--- src/rtl/dma_arb_pkg.sv ---
package dma_arb_pkg;
  typedef enum logic {
    ARB_IDLE = 1'b0,
    ARB_BUSY = 1'b1
  } arb_state_e;

  function automatic int idx_width(int n);
    return (n > 1) ? $clog2(n) : 1;
  endfunction
endpackage

--- src/rtl/dma_arb_qual.sv ---
module dma_arb_qual #(
  parameter int NUM_CH = 16
) (
  input  logic              clk_i,
  input  logic              rst_ni,
  input  logic              glb_en_i,
  input  logic [NUM_CH-1:0] ch_en_i,
  input  logic [NUM_CH-1:0] ch_mask_i,
  input  logic [NUM_CH-1:0] hw_req_i,
  input  logic [NUM_CH-1:0] sw_req_set_i,
  input  logic [NUM_CH-1:0] sw_clr_i,
  output logic [NUM_CH-1:0] qual_o,
  output logic [NUM_CH-1:0] sw_pend_o
);
  for (genvar i = 0; i < NUM_CH; i++) begin : g_ch
    logic pend_q;
    always_ff @(posedge clk_i or negedge rst_ni) begin
      if (!rst_ni) pend_q <= 1'b0;
      else         pend_q <= (pend_q & ~sw_clr_i[i]) | sw_req_set_i[i];
    end
    assign sw_pend_o[i] = pend_q;
    assign qual_o[i]    = glb_en_i & ch_en_i[i] & ((hw_req_i[i] & ~ch_mask_i[i]) | pend_q);
  end

  assert_swclr_R5: assert property (@(posedge clk_i) disable iff (!rst_ni)
    (|(sw_clr_i & ~sw_req_set_i)) |=> ((sw_pend_o & $past(sw_clr_i & ~sw_req_set_i)) == '0));

  assert_swset_R5: assert property (@(posedge clk_i) disable iff (!rst_ni)
    (|sw_req_set_i) |=> ((sw_pend_o & $past(sw_req_set_i)) == $past(sw_req_set_i)));
endmodule

--- src/rtl/dma_arb_pick.sv ---
module dma_arb_pick #(
  parameter int NUM_CH = 16,
  parameter int IDX_W  = 4
) (
  input  logic [NUM_CH-1:0] qual_i,
  input  logic [NUM_CH-1:0] hipri_i,
  output logic [NUM_CH-1:0] win_oh_o,
  output logic [IDX_W-1:0]  win_idx_o,
  output logic              win_any_o
);
  logic [NUM_CH-1:0] hi_req, cand;

  assign hi_req    = qual_i & hipri_i;
  assign cand      = (|hi_req) ? hi_req : qual_i;
  assign win_oh_o  = cand & (~cand + NUM_CH'(1));   // isolate lowest set bit
  assign win_any_o = |qual_i;

  always_comb begin
    win_idx_o = '0;
    for (int i = NUM_CH - 1; i >= 0; i--) begin
      if (cand[i]) win_idx_o = IDX_W'(i);
    end
  end
endmodule

--- src/rtl/dma_chan_arb.sv ---
module dma_chan_arb
  import dma_arb_pkg::*;
#(
  parameter  int NUM_CH = 16,
  localparam int IDX_W  = idx_width(NUM_CH)
) (
  input  logic              clk_i,
  input  logic              rst_ni,
  input  logic              glb_en_i,
  input  logic [NUM_CH-1:0] ch_en_i,
  input  logic [NUM_CH-1:0] ch_mask_i,
  input  logic [NUM_CH-1:0] ch_hipri_i,
  input  logic [NUM_CH-1:0] hw_req_i,
  input  logic [NUM_CH-1:0] sw_req_set_i,
  input  logic              eng_idle_i,
  input  logic              eng_done_i,
  output logic [NUM_CH-1:0] grant_o,
  output logic [IDX_W-1:0]  grant_idx_o,
  output logic              grant_valid_o,
  output logic              glb_en_o
);
  arb_state_e        state_q;
  logic [NUM_CH-1:0] qual, sw_pend, sw_clr, win_oh;
  logic [IDX_W-1:0]  win_idx;
  logic              win_any, issue;

  assign issue  = (state_q == ARB_IDLE) & eng_idle_i & win_any;
  assign sw_clr = issue ? win_oh : '0;

  dma_arb_qual #(.NUM_CH(NUM_CH)) u_qual (
    .clk_i, .rst_ni, .glb_en_i, .ch_en_i, .ch_mask_i, .hw_req_i, .sw_req_set_i,
    .sw_clr_i (sw_clr),
    .qual_o   (qual),
    .sw_pend_o(sw_pend)
  );

  dma_arb_pick #(.NUM_CH(NUM_CH), .IDX_W(IDX_W)) u_pick (
    .qual_i   (qual),
    .hipri_i  (ch_hipri_i),
    .win_oh_o (win_oh),
    .win_idx_o(win_idx),
    .win_any_o(win_any)
  );

  always_ff @(posedge clk_i or negedge rst_ni) begin
    if (!rst_ni) begin
      state_q     <= ARB_IDLE;
      grant_o     <= '0;
      grant_idx_o <= '0;
      glb_en_o    <= 1'b0;
    end else begin
      glb_en_o <= glb_en_i;
      unique case (state_q)
        ARB_IDLE: if (issue) begin
          state_q     <= ARB_BUSY;
          grant_o     <= win_oh;
          grant_idx_o <= win_idx;
        end
        ARB_BUSY: if (eng_done_i) begin
          state_q     <= ARB_IDLE;
          grant_o     <= '0;
          grant_idx_o <= '0;
        end
        default: state_q <= ARB_IDLE;
      endcase
    end
  end

  assign grant_valid_o = (state_q == ARB_BUSY);

  assert_onehot_R9: assert property (@(posedge clk_i) disable iff (!rst_ni)
    $onehot0(grant_o) && ((|grant_o) == grant_valid_o));

  assert_idx_R9: assert property (@(posedge clk_i) disable iff (!rst_ni)
    grant_valid_o |-> grant_o[grant_idx_o]);

  assert_hold_R8: assert property (@(posedge clk_i) disable iff (!rst_ni)
    (grant_valid_o && !eng_done_i) |=> (grant_valid_o && $stable(grant_o) && $stable(grant_idx_o)));

  assert_idle_R8: assert property (@(posedge clk_i) disable iff (!rst_ni)
    $rose(grant_valid_o) |-> $past(eng_idle_i));

  assert_glb_R2: assert property (@(posedge clk_i) disable iff (!rst_ni)
    $rose(grant_valid_o) |-> $past(glb_en_i));

  assert_chen_R3: assert property (@(posedge clk_i) disable iff (!rst_ni)
    $rose(grant_valid_o) |-> ((grant_o & ~$past(ch_en_i)) == '0));

  assert_mask_R4: assert property (@(posedge clk_i) disable iff (!rst_ni)
    $rose(grant_valid_o) |-> ((grant_o & $past(ch_mask_i & ~sw_pend)) == '0));

  assert_hipri_R6: assert property (@(posedge clk_i) disable iff (!rst_ni)
    ($rose(grant_valid_o) && (|$past(qual & ch_hipri_i))) |-> (|(grant_o & $past(ch_hipri_i))));
endmodule

--- config.mk ---
export PLATFORM = sky130hd
export DESIGN_NAME = dma_chan_arb
export DESIGN_NICKNAME = d
export VERILOG_FILES = /design/src/rtl/dma_arb_pkg.sv /design/src/rtl/dma_arb_qual.sv /design/src/rtl/dma_arb_pick.sv /design/src/rtl/dma_chan_arb.sv
export SDC_FILE = /design/constraint.sdc
export NUM_CORES = 1
export LEC_CHECK = 0
export ABC_AREA = 1
export BUFFER_PORTS_ARGS = -buffer_cell sky130_fd_sc_hd__buf_2
export CAP_MARGIN = 40
export CORE_ASPECT_RATIO = 1.25
export CORE_MARGIN = 5
export CORE_UTILIZATION = 43
export DETAILED_ROUTE_END_ITERATION = 16
export PLACE_DENSITY = 0.77
export SETUP_SLACK_MARGIN = 0.4
export SKIP_CTS_REPAIR_TIMING = 1
export SLEW_MARGIN = 20
export SYNTH_ARGS = -nofsm -noshare
export SYNTH_HDL_FRONTEND = slang
export SYNTH_SLANG_ARGS = --single-unit
--- constraint.sdc ---
create_clock -name clk_i -period 2.1 [get_ports clk_i]
set_clock_uncertainty 0.2 [all_clocks]
set_input_delay 0.21 -clock clk_i [delete_from_list [all_inputs] [get_ports clk_i]]
set_output_delay 0.21 -clock clk_i [all_outputs]
set_load 0.005 [all_outputs]
### Word level (Yosys, flattened, before mapping)

Index checks and enable logic that the tools add are counted.

| storage, ports and cells | value |
|---|---|
| bits in registers | 38 |
| input port bits | 85 |
| output and inout bits | 22 |
| logic and storage cells | 187 |

| operators by class | value |
|---|---|
| $add $sub $neg | 1 |
| equal/unequal tests | 2 |
| multiplexer cells | 27 |
| bitwise gates (word level) | 134 |
| reductions and logical operators | 3 |

Operators by type and width:

| cell | count |
|---|---|
| 4-bit two-way mux | 18 |
| 1-bit AND | 66 |
| 16-bit two-way mux | 4 |
| 1-bit NOT | 33 |
| 16-bit AND | 2 |
| 1-bit OR | 32 |
| 16-bit one-hot mux with 2 select lines | 1 |
| 16-bit OR reduction | 2 |
| 16-bit by 1-bit adder with 16-bit output, second input constant | 1 |
| 16-bit NOT | 1 |
| 4-bit one-hot mux with 2 select lines | 1 |
| 2-bit inequality test, second input constant | 2 |
| 1-bit two-way mux | 2 |
| 1-bit one-hot mux with 2 select lines | 1 |
| 2-bit AND reduction | 1 |

### Longest topological paths before layout

| logic depth | value |
|---|---|
| depth after elaboration | 25 |
| mapped depth | 24 |
| mapped depth without buffers | 22 |

### By module

From an unflattened synthesis, not the netlist that was laid out.

| second synthesis, totals | value |
|---|---|
| cells, all modules | 371 |
| area total of the unflattened synthesis | 2641.3 µm² |

Modules (own cells, without submodules):

| module | instances | cells each | area an instance (µm²) | seq. area each (µm²) |
|---|---|---|---|---|
| dma_arb_qual | 1 | 130 | 1032.2 | 400.4 |
| dma_chan_arb | 1 | 112 | 988.4 | 550.5 |
| dma_arb_pick | 1 | 129 | 620.6 | 0.0 |

### Worst setup path before layout

Ideal clock, no wire load.

| path | value |
|---|---|
| path type | in2reg |
| start point | input port glb_en_i |
| end point | register grant_o[5] |
| library setup time | 0.118 ns |
| arrival time | 1.833 ns |
| data required time | 1.782 ns |
| path slack | -0.051 ns |
| cell stages on the path | 17 |
| path buffers | 2 |
| cell sequence | buf_6 > buf_12 > nand2_2 > inv_2 > nand3_1 > nand2_1 > nor2_1 > nand2_1 > nor2_2 > inv_1 > o21ai_2 > nor2_2 > nand2_1 > inv_1 > nand2_1 > nor3_1 > a21o_1 |

| on the way | value |
|---|---|
| word-level cells in the longest chain between the ends | 10 |
| elaborated cells between the ends (all ways) | 44 |
| those cells by class | 1 x add/sub; 1 x eq/ne; 3 x mux; 36 x bitwise; 3 x reduce/logical |

RTL lines:

| what | line | source |
|---|---|---|
| from (decl) | dma_chan_arb.sv:9 | `input logic glb_en_i,` |
| 1-bit AND (2 in a row) | dma_arb_qual.sv:22 | `assign qual_o[i] = glb_en_i & ch_en_i[i] & ((hw_req_i[i] & ~ch_mask_i[i]) \| pend_q);` |
| 16-bit AND | dma_arb_pick.sv:13 | `assign hi_req = qual_i & hipri_i;` |
| 16-bit OR reduction | dma_arb_pick.sv:14 | `assign cand = (\|hi_req) ? hi_req : qual_i;` |
| 16-bit two-way mux | dma_arb_pick.sv:14 |  |
| 16-bit NOT | dma_arb_pick.sv:15 | `assign win_oh_o = cand & (~cand + NUM_CH'(1));` |
| 16-bit by 1-bit adder with 16-bit output | dma_arb_pick.sv:15 |  |
| 16-bit AND | dma_arb_pick.sv:15 |  |
| 16-bit two-way mux | dma_chan_arb.sv:54 | `ARB_IDLE: if (issue) begin` |
| 16-bit one-hot mux with 2 select lines | dma_chan_arb.sv:53 | `unique case (state_q)` |
| to (signal assigned) | dma_chan_arb.sv:56 | `grant_o <= win_oh;` |
| to (decl) | dma_chan_arb.sv:17 | `output logic [NUM_CH-1:0] grant_o,` |

Several ways; a longest one is shown, not always the timed one. The select of a mux whose other input is x is not followed.
A chain may end at the register's enable or synchronous reset.

### Worst setup path in the final report

| path | value |
|---|---|
| start point | register u_qual.g_ch[3].pend_q |
| end point | register u_qual.g_ch[12].pend_q |

| on the way | value |
|---|---|
| word-level cells in the longest chain between the ends | 12 |
| elaborated cells between the ends (all ways) | 14 |
| those cells by class | 1 x add/sub; 2 x mux; 9 x bitwise; 2 x reduce/logical |

RTL lines:

| what | line | source |
|---|---|---|
| from (decl) | dma_arb_qual.sv:16 | `logic pend_q;` |
| from (signal assigned) | dma_arb_qual.sv:19 | `else pend_q <= (pend_q & ~sw_clr_i[i]) \| sw_req_set_i[i];` |
| 1-bit OR (*) | dma_arb_qual.sv:22 |  |
| 1-bit AND (*) | dma_arb_qual.sv:22 |  |
| 16-bit AND | dma_arb_pick.sv:13 |  |
| 16-bit OR reduction | dma_arb_pick.sv:14 |  |
| 16-bit two-way mux | dma_arb_pick.sv:14 |  |
| 16-bit NOT | dma_arb_pick.sv:15 |  |
| 16-bit by 1-bit adder with 16-bit output | dma_arb_pick.sv:15 |  |
| 16-bit AND | dma_arb_pick.sv:15 |  |
| 16-bit two-way mux (*) | dma_chan_arb.sv:28 | `assign sw_clr = issue ? win_oh : '0;` |
| 1-bit NOT (*) | dma_arb_qual.sv:19 |  |
| 1-bit AND (*) | dma_arb_qual.sv:19 |  |
| 1-bit OR (*) | dma_arb_qual.sv:19 |  |
| to (signal assigned) | dma_arb_qual.sv:19 |  |
| to (decl) | dma_arb_qual.sv:16 |  |

Every way passes the cells marked *; elsewhere a longest branch is shown, timed or not.

==> reports/metrics.cfg <==
[floorplan]
core_um2=5440
die_x_um=76.9
rows=30
dieArea_um2=7200
start_util_pct=44.2
die_h_um=93.7
ios=107

[worst_setup_path]
endpoint_kind=flop
start_kind=flop
path_cells=o21bai_1 -> nand3_1 -> nand2_1 -> nor2_2 -> nand2_2 -> nor2_4 -> o21bai_4 -> nand2_2 -> nor2_4 -> nand2_2 -> buf_6 -> nor3_4 -> nand4_1 -> a21o_1
r2r-start=u_qual.g_ch[3].pend_q
reg2regPathDepth=14
rr_endpoint=u_qual.g_ch[12].pend_q
cp_data_arrival_time_ps=2590
crit_type=reg2reg
required_ps=2100
cpMostUsedCell=nand2_2
crit_slowest_cell=dfrtp_1
critPathMaxFanout=6
r2r_slack_ps=-490
critPathMaxStageDelay_ps=360

[synth]
synth_nets=425
synth.avg_cell_area_um2=7.08
synthAdderAreaFrac_pct=0
netlist_area_um2=2410
synth-simple-area-share_pct=32.7
synth_area_leader_cell=dfrtp_1
synth_top_area_share_pct=39.5
yosys-top-cells-area=dfrtp_1, nand2_1, inv_1, o21bai_1, nand3_1
ys_warn_count=0
seq_area_frac_synth_pct=39.5
ys_seq_elements=38
post_synth_inst_count=340
ys_types=28
synth_top_family_by_area=simple AND/OR/NAND/NOR gates
muxShareOfSynthArea_pct=0
synth_compound_area_share_pct=15.4
synth_xor_area_share_pct=0

[clock_network]
clock-sinks=38
tritoncts=done
clkTransAtPathRegs_ps=80
ctsRootBufferMaster=clkbuf_8
htreeDepth=2
insertion_delay_ps=300
cts_buffer_depth=2
cts_buffers=5

[flow_run]
drv_cap=0

[global_routing]
grt_overflow=0
use_met1_pct=26.6
grt_usage_pct=21.9
grt_pass1_wl_um=12600
top_usage_layer=met2
first_global_vias=2834
met2_usage_pct=38.8
use_met3_pct=3.93
grt_antenna_before_repair=0
grt_max_degree=39

[placement]
hpwl_um=6490
globalplace.congestion=0.927
numPortBuffers=106
place_inst=583
pre_cts_slack_ps=-659

[detailed_routing]
vias_per_cell=4.98
drtAntennaViolNets=0
drc_errors=0
first_pass_iters=5
wl_per_cell_um=15.5
drt_wl_total_um=9660
drt_iter0_markers=155
vias=3096

[timing]
slew_headroom_pct=74.5
maxSlewViolCount=0
setup_viol=36
worstMarginPinSlew_ps=380
fin_setup_tns_ps=-10900
fmax_ghz=0.386
min_period_ps=2590
setup_ws_ps=-492
final-hold-violation-count=0
fin_crit_sh_pct=123
rsz0062_at_grt=true

[pwr]
ir_drop_v=0.000390
power_leakage_uw=0.00254
seq_power_share_pct=37.6
p_comb_share_pct=36.6
p_sw_uw=696
p_per_area_nw_per_um2=493
p_total_uw=2120
p_int_uw=1420
switching_share_pct=32.8
clkPwrFrac_pct=25.8

[cells_and_area]
mostFrequentLayoutCell=buf_2
nNetsFinal=642
drive_gt1_share_pct=52.3
area_growth_pct=78.7
layout.cells.non_filler=622
utilization_pct=79.0
num_antenna_cells=0
n_fill_cell=358
layout_common_cells=buf_2, nand2_1, buf_4

[hold_path]
min_to=glb_en_o
hold_class=in2reg
min_from=glb_en_i
hold_depth=2

[status]
failed_checks=negative setup slack
status=finished, violations left

[stage by stage]
step	hold WS, ps	cell area, um^2
after floorplan	-286	2450
after global placement	-10.7	3610
after detailed placement	5.24	3610
after CTS	-319	3700
after global routing	21.2	4300
final	23.5	4300
[cell type report]
type / instances / area [um^2] / area share (%)
Clock buffer: 6 / 82.6 / 1.92
Sequential cell: 38 / 951 / 22.1
Inverter: 66 / 253 / 5.88
Clock inverter: 2 / 12.5 / 0.291
Multi-Input combinational cell: 231 / 1460 / 33.8
Tap cell: 64 / 80.1 / 1.86
Timing Repair Buffer: 215 / 1470 / 34.1
[metal layers]
layer / vias to the layer above / share of wire, %
met2: 142 / 51
met3: 35 / 6.2
met1: 1421 / 38
met5: - / 0
met4: 0 / 4.3
li1: 1498 / -
[cells by family (layout without fill, tap and decap cells)]
group / Yosys count / count (layout)
AOI/OAI and AO/OA: 53 / 53
and+or+nand+nor: 178 / 178
DFF: 38 / 38
buffers and inverters: 71 / 289
[worst max-delay path: cells and delay by family, from the launching register on]
kind	cells	cell delay [ps]
and+or+nand+nor	10	1180
AOI/OAI and AO/OA	3	620
DFF	1	360
buffers and inverters	1	130
[how the worst max path moves through the flow]
| stage | from | end | slack, ps | cells past startpoint |
|---|---|---|---|---|
| detailed placement | glb_en_i | u_qual.g_ch[12].pend_q | -660 | 17 |
| finish | u_qual.g_ch[3].pend_q | u_qual.g_ch[12].pend_q | -490 | 14 |
| floorplan | glb_en_i | grant_o[5] | -50 | 17 |
| global placement | glb_en_i | u_qual.g_ch[14].pend_q | -590 | 17 |
| CTS | u_qual.g_ch[9].pend_q | u_qual.g_ch[12].pend_q | -560 | 14 |
| global route | u_qual.g_ch[3].pend_q | u_qual.g_ch[12].pend_q | -610 | 14 |
[synth_stat cells, drive strengths merged]
library cell and count:
nand3 23, nand2 118, a31oi 1, clkbuf 2
nor4 1, o21ai 14, a21bo 1, nor3b 1
and2 1, inv 66, nand3b 2, nand4 5
a21oi 5, o21bai 20, a21o 12, buf 3
nor3 8, dfrtp 38, nor2 19
[power by group through the flow]
stage	Clock [uW]	Combinational, uW	Sequential [uW]
CTS	557	586	796
global placement	0	571	809
finish	547	776	797
detailed placement	0	580	810
global route	593	832	802
floorplan	0	260	812
[state kept, by name, summed over array words and instances (netlist names)]
| register | flops |
|---|---|
| grant_idx_o | 4 |
| glb_en_o | 1 |
| grant_o | 16 |
| grant_valid_o | 1 |
| u_qual.g_ch.pend_q | 16 |
Power figures use the tool's default switching activity.
